### config.mk
export PLATFORM = sky130hd
export DESIGN_NAME = bus_wait_ctrl
export DESIGN_NICKNAME = d
export VERILOG_FILES = /design/src/rtl/bwc_pkg.sv /design/src/rtl/bwc_decode.sv /design/src/rtl/bwc_len.sv /design/src/rtl/bwc_seq.sv /design/src/rtl/bus_wait_ctrl.sv
export SDC_FILE = /design/constraint.sdc
export NUM_CORES = 1
export LEC_CHECK = 0
export BUFFER_PORTS_ARGS = -buffer_cell sky130_fd_sc_hd__buf_2
export CORE_MARGIN = 2
export CORE_UTILIZATION = 44
export CTS_CLUSTER_SIZE = 20
export DETAILED_ROUTE_END_ITERATION = 10
export HOLD_SLACK_MARGIN = 0.02
export PLACE_DENSITY = 0.88
export SYNTH_ARGS = -nofsm -noshare
export SYNTH_HDL_FRONTEND = slang
export SYNTH_SLANG_ARGS = --single-unit
### constraint.sdc
create_clock -name clk -period 4 [get_ports clk]
set_input_delay 0.4 -clock clk [delete_from_list [all_inputs] [get_ports clk]]
set_output_delay 0.4 -clock clk [all_outputs]
set_load 0.02 [all_outputs]
### src/rtl/bwc_pkg.sv
// Package: shared target-kind encoding for the wait-state controller.
// Assumes the encoding values are visible on the area output port.
package bwc_pkg;
    typedef enum logic [1:0] {
        TGT_REG = 2'd0,
        TGT_MEM = 2'd1,
        TGT_EXT = 2'd2
    } tgt_t;
endpackage

### src/rtl/bwc_decode.sv
// Module: bwc_decode
// Classifies an address as register area, internal memory or external
// window, and extracts the external window index from the top bits.
// Assumes REG_LIMIT < MEM_LIMIT and that external windows tile the
// address space by their top CS_W bits.
module bwc_decode
    import bwc_pkg::*;
#(
    parameter int ADDR_W    = 20,
    parameter int NCS       = 4,
    parameter int REG_LIMIT = 'h00400,
    parameter int MEM_LIMIT = 'h08000,
    localparam int CS_W     = $clog2(NCS)
) (
    input  logic [ADDR_W-1:0] addr,
    output tgt_t              tgt,
    output logic [CS_W-1:0]   cs_idx
);
    localparam logic [ADDR_W-1:0] REG_TOP = ADDR_W'(REG_LIMIT);
    localparam logic [ADDR_W-1:0] MEM_TOP = ADDR_W'(MEM_LIMIT);

    // Pick the target kind by comparing against the two limits.
    always_comb begin
        if (addr < REG_TOP)
            tgt = TGT_REG;
        else if (addr < MEM_TOP)
            tgt = TGT_MEM;
        else
            tgt = TGT_EXT;
    end

    // The window index is the top address bits.
    assign cs_idx = addr[ADDR_W-1 -: CS_W];
endmodule

### src/rtl/bwc_len.sv
// Module: bwc_len
// Computes the bus cycle length, whether ready is honoured, and
// whether the configuration is reserved or inconsistent, for a decoded
// target. Purely combinational; the caller captures the results.
// Assumes LEN_W can hold the value 4.
module bwc_len
    import bwc_pkg::*;
#(
    parameter int NCS   = 4,
    parameter int LEN_W = 3,
    localparam int CS_W = $clog2(NCS)
) (
    input  tgt_t               tgt,
    input  logic [CS_W-1:0]    cs_idx,
    input  logic               wr,
    input  logic               glob_wait,
    input  logic               pll_fast_sel,
    input  logic [NCS-1:0]     cs_nowait,
    input  logic [2*NCS-1:0]   cs_wcode,
    input  logic [NCS-1:0]     cs_mux,
    output logic [LEN_W-1:0]   len,
    output logic               honour_rdy,
    output logic               cfg_bad
);
    logic       nw;
    logic       mx;
    logic [1:0] code;

    // Select the per-window configuration for the addressed window.
    always_comb begin
        nw   = cs_nowait[cs_idx];
        mx   = cs_mux[cs_idx];
        code = cs_wcode[{cs_idx, 1'b0} +: 2];
    end

    // Separate-mode code table: 00->2, 01->3, 10 and 11 ->4.
    function automatic logic [LEN_W-1:0] sep_len(input logic [1:0] c);
        case (c)
            2'b00:   sep_len = LEN_W'(2);
            2'b01:   sep_len = LEN_W'(3);
            default: sep_len = LEN_W'(4);
        endcase
    endfunction

    // Multiplexed-mode code table: 00,01->3, 10,11->4.
    function automatic logic [LEN_W-1:0] mux_len(input logic [1:0] c);
        mux_len = c[1] ? LEN_W'(4) : LEN_W'(3);
    endfunction

    // Combine target kind, global bit, mode, no-wait bit and code.
    always_comb begin
        len        = LEN_W'(1);
        honour_rdy = 1'b0;
        cfg_bad    = 1'b0;
        case (tgt)
            TGT_REG: len = pll_fast_sel ? LEN_W'(2) : LEN_W'(3);
            TGT_MEM: len = glob_wait ? LEN_W'(2) : LEN_W'(1);
            default: begin
                honour_rdy = !nw;
                if (mx) begin
                    cfg_bad = nw;
                    if (glob_wait) begin
                        len = LEN_W'(3);
                    end else begin
                        len = mux_len(code);
                        if (code == 2'b11)
                            cfg_bad = 1'b1;
                    end
                end else if (glob_wait) begin
                    len = LEN_W'(2);
                end else if (nw) begin
                    len = wr ? LEN_W'(2) : LEN_W'(1);
                end else begin
                    len     = sep_len(code);
                    cfg_bad = (code == 2'b11);
                end
            end
        endcase
    end
endmodule

### src/rtl/bwc_seq.sv
// Module: bwc_seq
// Runs one bus cycle: captures the computed length and flags at
// acceptance, counts down, then waits for ready if it is honoured.
// Assumes len is at least 1 whenever start is high.
module bwc_seq
    import bwc_pkg::*;
#(
    parameter int NCS   = 4,
    parameter int LEN_W = 3,
    localparam int CS_W = $clog2(NCS)
) (
    input  logic             clk,
    input  logic             rst_n,
    input  logic             start,
    input  logic [LEN_W-1:0] len,
    input  logic             honour_rdy,
    input  logic             cfg_bad,
    input  tgt_t             tgt,
    input  logic [CS_W-1:0]  cs_idx,
    input  logic             rdy,
    output logic             busy,
    output logic             done,
    output tgt_t             tgt_q,
    output logic [NCS-1:0]   cs_sel,
    output logic             cfg_err
);
    logic [LEN_W-1:0] cnt;
    logic             hon_q;
    logic [CS_W-1:0]  cs_q;

    // Access state: capture at acceptance, count, release after done.
    always_ff @(posedge clk) begin
        if (!rst_n) begin
            busy    <= 1'b0;
            cnt     <= '0;
            hon_q   <= 1'b0;
            cs_q    <= '0;
            tgt_q   <= TGT_REG;
            cfg_err <= 1'b0;
        end else if (!busy) begin
            if (start) begin
                busy    <= 1'b1;
                cnt     <= len - LEN_W'(1);
                hon_q   <= honour_rdy;
                cs_q    <= cs_idx;
                tgt_q   <= tgt;
                cfg_err <= cfg_bad;
            end
        end else if (done) begin
            busy    <= 1'b0;
            cfg_err <= 1'b0;
        end else if (cnt != '0) begin
            cnt <= cnt - LEN_W'(1);
        end
    end

    // Completion: programmed cycles used up and ready seen if honoured.
    assign done = busy && (cnt == '0) && (!hon_q || rdy);

    // One-hot window select, driven only during external accesses.
    generate
        for (genvar i = 0; i < NCS; i++) begin : g_sel
            assign cs_sel[i] = busy && (tgt_q == TGT_EXT) && (cs_q == CS_W'(i));
        end
    endgenerate
endmodule

### src/rtl/bus_wait_ctrl.sv
// Module: bus_wait_ctrl
// Top of the bus wait-state controller: decode, length computation and
// the cycle sequencer. Configuration is plain parallel inputs and is
// captured when a request is accepted.
// Assumes the requester holds req until it sees busy or drops it.
module bus_wait_ctrl
    import bwc_pkg::*;
#(
    parameter int ADDR_W    = 20,
    parameter int NCS       = 4,
    parameter int REG_LIMIT = 'h00400,
    parameter int MEM_LIMIT = 'h08000,
    parameter int LEN_W     = 3
) (
    input  logic              clk,
    input  logic              rst_n,
    input  logic              req,
    input  logic              wr,
    input  logic [ADDR_W-1:0] addr,
    input  logic              glob_wait,
    input  logic              pll_fast_sel,
    input  logic [NCS-1:0]    cs_nowait,
    input  logic [2*NCS-1:0]  cs_wcode,
    input  logic [NCS-1:0]    cs_mux,
    input  logic              rdy,
    output logic              busy,
    output logic              done,
    output logic [1:0]        area,
    output logic [NCS-1:0]    cs_sel,
    output logic              cfg_err
);
    localparam int CS_W = $clog2(NCS);

    tgt_t             tgt;
    tgt_t             tgt_q;
    logic [CS_W-1:0]  cs_idx;
    logic [LEN_W-1:0] len;
    logic             honour_rdy;
    logic             cfg_bad;

    bwc_decode #(
        .ADDR_W(ADDR_W), .NCS(NCS),
        .REG_LIMIT(REG_LIMIT), .MEM_LIMIT(MEM_LIMIT)
    ) u_decode (
        .addr(addr), .tgt(tgt), .cs_idx(cs_idx)
    );

    bwc_len #(.NCS(NCS), .LEN_W(LEN_W)) u_len (
        .tgt(tgt), .cs_idx(cs_idx), .wr(wr),
        .glob_wait(glob_wait), .pll_fast_sel(pll_fast_sel),
        .cs_nowait(cs_nowait), .cs_wcode(cs_wcode), .cs_mux(cs_mux),
        .len(len), .honour_rdy(honour_rdy), .cfg_bad(cfg_bad)
    );

    bwc_seq #(.NCS(NCS), .LEN_W(LEN_W)) u_seq (
        .clk(clk), .rst_n(rst_n), .start(req), .len(len),
        .honour_rdy(honour_rdy), .cfg_bad(cfg_bad),
        .tgt(tgt), .cs_idx(cs_idx), .rdy(rdy),
        .busy(busy), .done(done), .tgt_q(tgt_q),
        .cs_sel(cs_sel), .cfg_err(cfg_err)
    );

    // Present the captured target kind on the port.
    assign area = tgt_q;
endmodule

======== After elaboration in Yosys (flattened, before gate mapping) ========
Index checks and enable logic that the tools add are counted.
operators by class
  add/subtract/negate cells ............... 2
  order comparisons ....................... 3
  eq/ne operators ......................... 10
  shift-type cells ........................ 1
  muxes and demuxes ....................... 33
  bitwise operators ....................... 1
  reductions and logical operators ........ 20
operators by type and width
  operator                                                       count
  two-way mux 3 bit                                              9
  less-than comparator 20 x 11 -> 1 bit (second input constant)  1
  less-than comparator 20 x 16 -> 1 bit (second input constant)  1
  two-way mux 1 bit                                              16
  one-hot mux 3 bit (2 select lines)                             2
  equality test 2 bit (second input constant)                    4
  two-way mux 2 bit                                              4
  variable part select 8 x 4 -> 2 bit                            1
  logical AND 1 bit                                              7
  equality test 2 x 1 -> 1 bit (second input constant)           3
  zero test 2 bit                                                3
  != test 2 bit (second input constant)                          3
  subtractor 3 x 1 -> 3 bit (second input constant)              2
  binary-select mux 1 bit (select 2 bit)                         2
  AND reduction 2 bit                                            2
  zero test 3 bit                                                1
  less-than comparator 2 x 3 -> 1 bit (second input constant)    1
  AND reduction 3 bit                                            1
  nonzero test 3 bit                                             1
  zero test 1 bit                                                2
  nonzero test 2 bit                                             1
  OR reduction 2 bit                                             1
  logical OR 1 bit                                               1
  inverter 1 bit                                                 1
storage, ports and cells
  register bits after elaboration ......... 10
  input port bits ......................... 43
  output and inout bits ................... 9
  word-level logic and storage cells ...... 76

======== Longest topological paths before layout ========
Gate-level depths: netlist of run 1.
  depth after elaboration ................. 10
  gate-level depth with buffers ........... 10
  mapped depth without buffers ............ 9

======== Hierarchy ========
Synthesis of run 1 repeated with hierarchy kept, for this count alone.
unflattened totals
  cells, all modules ...................... 93
  area total of the unflattened synthesis .. 802.0 um2
by module, submodules not included
  module      times used  cells an instance  area each (um2)  sequential area each (um2)
  bwc_seq     1           63                 534.3            200.2
  bwc_len     1           22                 217.7            0.0
  bwc_decode  1           8                  50.0             0.0

======== Worst setup path after synthesis of run 1 ========
No wires, ideal clock.
  kind .................................... input port to flip-flop
  start point ............................. in addr[13]
  end point ............................... reg u_seq.cnt[2]
  setup time .............................. 0.070 ns
  arrival ................................. 2.316 ns
  required time ........................... 3.930 ns
  setup slack ............................. 1.614 ns
  cell stages on the path ................. 9
  buffers on the path ..................... 0
  cell sequence ........................... or4_1 > nor2_1 > mux2_2 > a221oi_2 > a21oi_1 > ha_1 > nor3_1 > mux2i_1 > a21boi_1
between the ends
  cells in the longest elaborated chain, start to end .. 8
  elaborated cells on any way between the ends .. 10
  classes of those cells .................. 1 x add/sub; 2 x order compare; 1 x eq/ne; 5 x mux; 1 x reduce/logical
RTL lines
  what                                                                    RTL line             source
  start, declared                                                         bus_wait_ctrl.sv:19  input logic [ADDR_W-1:0] addr,
  less-than comparator 20 x 16 -> 1 bit                                   bwc_decode.sv:26     else if (addr < MEM_TOP)
  two-way mux 2 bit                                                       bwc_decode.sv:26
  two-way mux 2 bit (*)                                                   bwc_decode.sv:24     if (addr < REG_TOP)
  equality test 2 x 1 -> 1 bit / zero test 2 bit (equally long branches)  bwc_len.sv:55        case (tgt)
  one-hot mux 3 bit (2 select lines) (*)                                  bwc_len.sv:55
  subtractor 3 x 1 -> 3 bit (*)                                           bwc_seq.sv:43        cnt <= len - LEN_W'(1);
  two-way mux 3 bit (*)                                                   bwc_seq.sv:41        if (start) begin
  two-way mux 3 bit (*)                                                   bwc_seq.sv:40        end else if (!busy) begin
  end signal, assigned                                                    bwc_seq.sv:43
  end signal, assigned                                                    bwc_seq.sv:53        cnt <= cnt - LEN_W'(1);
  end, declared                                                           bwc_seq.sv:27        logic [LEN_W-1:0] cnt;
Mark *: on every way between the ends. The rest lies on a longest branch, timed or not. The select of a mux whose other input is x is not followed.
A chain may end at the register's enable or synchronous reset.

======== Worst setup path after layout of run 1 ========
Same ends and word-level chain as after synthesis.

==> results of run 1 <==
## worst reg2reg max path: stages (launching register included)
cell      delay, ns
dfxtp_1        0.64
nor4b_1        0.57
nor3_1         0.12
o21a_1         0.19
mux2i_1        0.13
a21boi_1       0.08
## kinds of logic after synthesis
group                    share of synthesized area [%]
flip-flops                                       26.02
adder cells (fa/ha/maj)                          1.626
AND/OR/NAND/NOR                                  33.50
AO/OA/AOI/OAI                                    18.21
multiplexers                                     15.77
buffers and inverters                            4.877
## metal layers
layer,GRT usage [%],up-vias
met1,22.78,364
met5,0,-
met4,8.571,0
met2,35.49,40
met3,2.778,5
li1,-,418
## path summary, 6_finish.rpt
kind / cells after the start / end / from
max: 10 / u_seq.cnt[2] / addr[13]
min: 3 / u_seq.cs_q[1] / addr[19]
max reg2reg: 5 / u_seq.cnt[2] / u_seq.busy
min reg2reg: 2 / u_seq.tgt_q[0] / u_seq.tgt_q[0]
## area by class of cell
class	instances	area share [%]
multi-input cells	74	53.39
flip-flops and latches	10	20.10
clock buffers	3	2.261
inverters	4	1.508
repair buffers	41	20.60
well taps	17	2.136
## sequential cells by signal, indices dropped and copies added, names as in the netlist
name           flops
u_seq.cfg_err      1
u_seq.busy         1
u_seq.cnt          3
u_seq.hon_q        1
u_seq.tgt_q        2
u_seq.cs_q         2
## cells in the mapped netlist, drive strengths merged
master | number | area [µm²]
nor2b | 4 | 25.02
o211a | 1 | 10.01
buf | 2 | 15.01
mux4 | 4 | 90.09
a211oi | 1 | 12.51
ha | 1 | 12.51
a21boi | 4 | 30.03
o31ai | 1 | 7.510
clkbuf | 2 | 7.510
nand3b | 1 | 7.510
nand2b | 5 | 31.28
dfxtp | 10 | 200.2
mux2 | 1 | 11.26
o21ai | 6 | 30.03
nand3 | 3 | 15.01
nor4b | 2 | 32.53
nor3 | 7 | 35.03
a221oi | 1 | 15.01
nand4b | 1 | 8.760
nand2 | 10 | 37.54
mux2i | 2 | 20.02
nand4 | 1 | 6.260
nor3b | 2 | 15.01
o21a | 2 | 15.01
nor2 | 8 | 30.03
a21oi | 4 | 20.02
or4 | 1 | 7.510
inv | 4 | 15.01
and2 | 1 | 6.260
## cell usage in the layout, fill, tap and decap left out, types with 2 or more instances in the layout
cell type	n
dfxtp_1	10
nor3_1	7
mux4_2	4
a21oi_1	4
nand3_1	3
nand2b_1	5
o21a_1	2
nor2_1	8
inv_1	4
buf_2	41
nor3b_1	2
clkbuf_4	3
mux2i_1	2
o21ai_1	2
nand2_1	10
nor2b_1	4
a21boi_0	3
o21ai_0	4
## power breakdown
group,total (mW),internal [mW],switching (mW)
registers,0.123,0.110,0.0131
logic,0.104,0.0513,0.0523
clock network,0.0677,0.0347,0.0330
## through the flow
stage / cell area [µm²] / power (mW) / hold WS [ns]
after floorplan: 769.5 / 0.1959 / 0.4644
after global placement: 973.4 / 0.2251 / 0.4685
after CTS: 996.0 / 0.2968 / 0.4618
final: 996.0 / 0.2942 / 0.4597
after detailed placement: 973.4 / 0.2295 / 0.4713
after global routing: 996.0 / 0.3123 / 0.4733
==> run metrics, run 1 <==
CTS sink count 10; RD Place Congestion 0.8179; GR Util All Layers 19.69%; yosys synthesis warning count 0; register area 200.2 µm²; critical path endpoint category flip-flop; post-route insts no fill 149; Routed WL 1895 µm; Row Count 15; first-pass GRT wire length 3022 µm; final setup vio count 0; Maximum Capacitance Violations 0; Synth Register Bits 10; # fillers 145; DRC viols 0; Req. time, crit path 4.20 ns; highest metal used met4; hpwl dp 1572 µm; CP max-delay cell or4_1; Finished Core Util 58.96%; initial antenna violation count 0; Place WS 1.331 ns; Max Fclk 0.4211 GHz; Avg Inst Size Synth 8.364 µm²; Hold-fix buffers, CTS 0; Final TNS setup 0 ns; synthesis-to-layout area growth 29.43%; Die Area 2099 µm²; Max IR drop VDD 0.1520 mV; IO buf count 41; Layout Nets 178; pin count of the biggest net entering global routing 16; run status finished, final reports clean; vias in the first global route 785; Placed Instances 146; Leak 0.4558 nW; layout cells sized above 1 39.39%; Worst slew margin 58.50%; Initial Util 45.56%; Tightest Pin Transition 0.6138 ns; path type of the worst setup path input port to flip-flop; Post-Syn Area 769.5 µm²; first-iteration detailed-routing DRC count 26; routed vias 827; multi-input logic area 531.8 µm²; Netlist cell types 33; Die W 45.82 µm; cells after synthesis 92; Synth Net Count 136; CTS Buf Count 3; fin. max-slew vios 0; Skew-Pair Late Insertion Delay 0.26 ns; crit start category input port; met1 wire length 784 µm; vias per inst 5.550; Layout Skew 0.003068 ns; n_diodes 0; H-tree levels 1; Pwr Density 295.4 nW/µm²; CP bufs+invs 1; Core ar. 1689 µm²; crit-path cells buf_2 > or4_1 > nor2_1 > mux2_2 > a221oi_2 > a21oi_1 > ha_1 > nor3_1 > mux2i_1 > a21boi_1; Critical Path Max Stage Delay 0.50 ns; TritonCTS clock tree done; DR WL met3 153 µm; post-route ant nets 0; FF-to-FF setup slack 2.18 ns; Avg WL per Cell 12.72 µm; met2 routed WL 918 µm; Root Buffer clkbuf_4; HP Class input port to flip-flop; 1st-pass router iterations 4; total gr overflow 0; post-synthesis sequential area ratio 26.02%; crit-path leading delay family simple AND/OR/NAND/NOR gates; Longest Clk Path Bufs 2; final worst setup slack 1.625 ns; Final Hold Viols 0; Die Y 45.82 µm; register clock-pin slew on the reported worst setup and hold paths 0.06 ns; I/O pin count 52; crit path DAT 2.57 ns; post-route minimum period 2.375 ns; Tcrit/Tclk final 59.36%; RSZ-0062 raised after global routing false; post-CTS setup buffer count 0; post-CTS resize count 0; CP max FO 3
Note: power is estimated with default switching activity, not from simulation.
==> run 2, diff against run 1 <==
CORE_UTILIZATION = 40   (was 44)
PLACE_DENSITY = 0.81   (was 0.88)
clock period = 2.3 ns   (was 4 ns; I/O delays follow)
==> run metrics, run 2 (synthesized netlist as in run 1, its figures left out) <==
Largest regs u_seq.cnt: 3 flops, u_seq.cs_q: 2 flops, u_seq.tgt_q: 2 flops; RD Place Congestion 0.7975; Hold Crit Start addr[19]; Worst Hold Slack 0.2688 ns; Initial Util 43.62%; CP max FO 2; crit start category input port; Tightest Pin Transition 0.6389 ns; Layout Nets 185; clock share of power 28.2%; CTS sink count 10; DRC viols 0; layout cells sized above 1 43.57%; Worst slew margin 56.81%; fin. max-slew vios 0; register clock-pin slew on the reported worst setup and hold paths 0.07 ns; Place WS -0.2068 ns; pin count of the biggest net entering global routing 15; total gr overflow 0; Die W 47.86 µm; Critical Path Source addr[13]; n_diodes 0; first-iteration detailed-routing DRC count 15; run status finished, final reports clean; final worst setup slack 0.09445 ns; hpwl dp 1710 µm; Tcrit/Tclk final 95.89%; Maximum Capacitance Violations 0; Row Count 15; 1st-pass router iterations 4; final setup vio count 0; I/O pin count 52; Final TNS setup 0 ns; commonest non-fill, non-tap cells in the layout 41 x buf_2, 10 x nand2_1, 10 x dfxtp_1; initial antenna violation count 0; synthesis-to-layout area growth 41.14%; vias per inst 5.236; vias in the first global route 820; post-CTS setup buffer count 0; crit path DAT 2.41 ns; Longest Clk Path Bufs 2; Internal 0.3900 mW; sw power 0.1894 mW; Core ar. 1764 µm²; post-route minimum period 2.206 ns; Sw Share 32.69%; combinational share of power 36.2%; FF-to-FF setup slack 0.74 ns; Pwr Density 533.5 nW/µm²; worst r2r src u_seq.cnt[2]; max reg flops 3; Max Fclk 0.4534 GHz; Die Y 47.86 µm; H-tree levels 1; Final Hold Viols 0; post-route ant nets 0; Largest Register u_seq.cnt; Routed WL 2079 µm; critical path endpoint category flip-flop; # fillers 162; first-pass GRT wire length 3256 µm; path type of the worst setup path input port to flip-flop; Layout Skew 0.002073 ns; commonest non-fill, non-tap cell in the layout buf_2; Leak 0.4988 nW; Avg WL per Cell 12.60 µm; GR Util All Layers 20.20%; Skew-Pair Late Insertion Delay 0.27 ns; Req. time, crit path 2.51 ns; HP Class input port to flip-flop; CTS Buf Count 3; routed vias 864; IO buf count 41; Finished Core Util 61.56%; Root Buffer clkbuf_4; Die Area 2291 µm²; RSZ-0062 raised after global routing false; Sequential Power Share 35.5%; TritonCTS clock tree done; Final Power 0.5794 mW; Max IR drop VDD 0.4145 mV
## run 2: changes by cell type in the layout (fill, tap and decap cells not counted)
cell	previous run	this run
nor2_2	0	1
nor2_1	8	7
a221oi_2	1	0
a221oi_4	0	1
clkbuf_8	0	1
buf_4	0	7
## run 2: routing by layer
metal | wire, µm | up-vias | GRT usage [%] | share of wire (%)
met5 | 0 | - | 0 | 0
met4 | 38 | 0 | 8.108 | 1.8
met3 | 136 | 4 | 3.396 | 6.5
met2 | 1124 | 33 | 37.07 | 54
met1 | 780 | 399 | 22.88 | 38
li1 | - | 428 | - | -
## run 2: worst max-delay path, cell delays in order
cell      delay (ns)
buf_2           0.10
or4_1           0.52
nor2_2          0.12
mux2_2          0.37
a221oi_4        0.32
a21oi_1         0.09
ha_1            0.28
nor3_1          0.19
a21oi_1         0.06
nor2b_1         0.13
## run 2: repair_timing
item	CTS	global route
hold buffers	0	0
endpoints found under the setup margin	0	2
gates resized for setup	0	2
## run 2: final timing paths
check | cells after the start | end
setup / recovery | 10 | u_seq.cnt[1]
hold reg to reg | 2 | u_seq.cfg_err
hold / removal | 3 | u_seq.cs_q[1]
setup reg to reg | 5 | u_seq.cnt[2]
## run 2: power by group through the flow
stage	sequential, mW	clock (mW)	combinational (mW)
floorplan	0.214	0	0.127
global placement	0.209	0	0.197
detailed placement	0.210	0	0.204
CTS	0.206	0.166	0.205
global route	0.208	0.171	0.230
finish	0.206	0.164	0.210
## run 2: final cells by class
cell class | count | area, µm² | area share [%]
multi-input combinational | 74 | 545.5 | 50.23
sequential | 10 | 200.2 | 18.43
timing repair buffer | 48 | 257.7 | 23.73
tap | 25 | 31.28 | 2.880
clock buffer | 4 | 36.28 | 3.341
inverter | 4 | 15.01 | 1.382
## run 2: per-stage QoR
| step | instance area [µm²] | std cells |
|---|---|---|
| 5_1_grt | 1086 | 165 |
| 3_3_place_gp | 1036 | 161 |
| 2_1_floorplan | 769.5 | 92 |
| 3_5_place_dp | 1036 | 161 |
| 4_1_cts | 1072 | 165 |
| 6_report | 1086 | 165 |
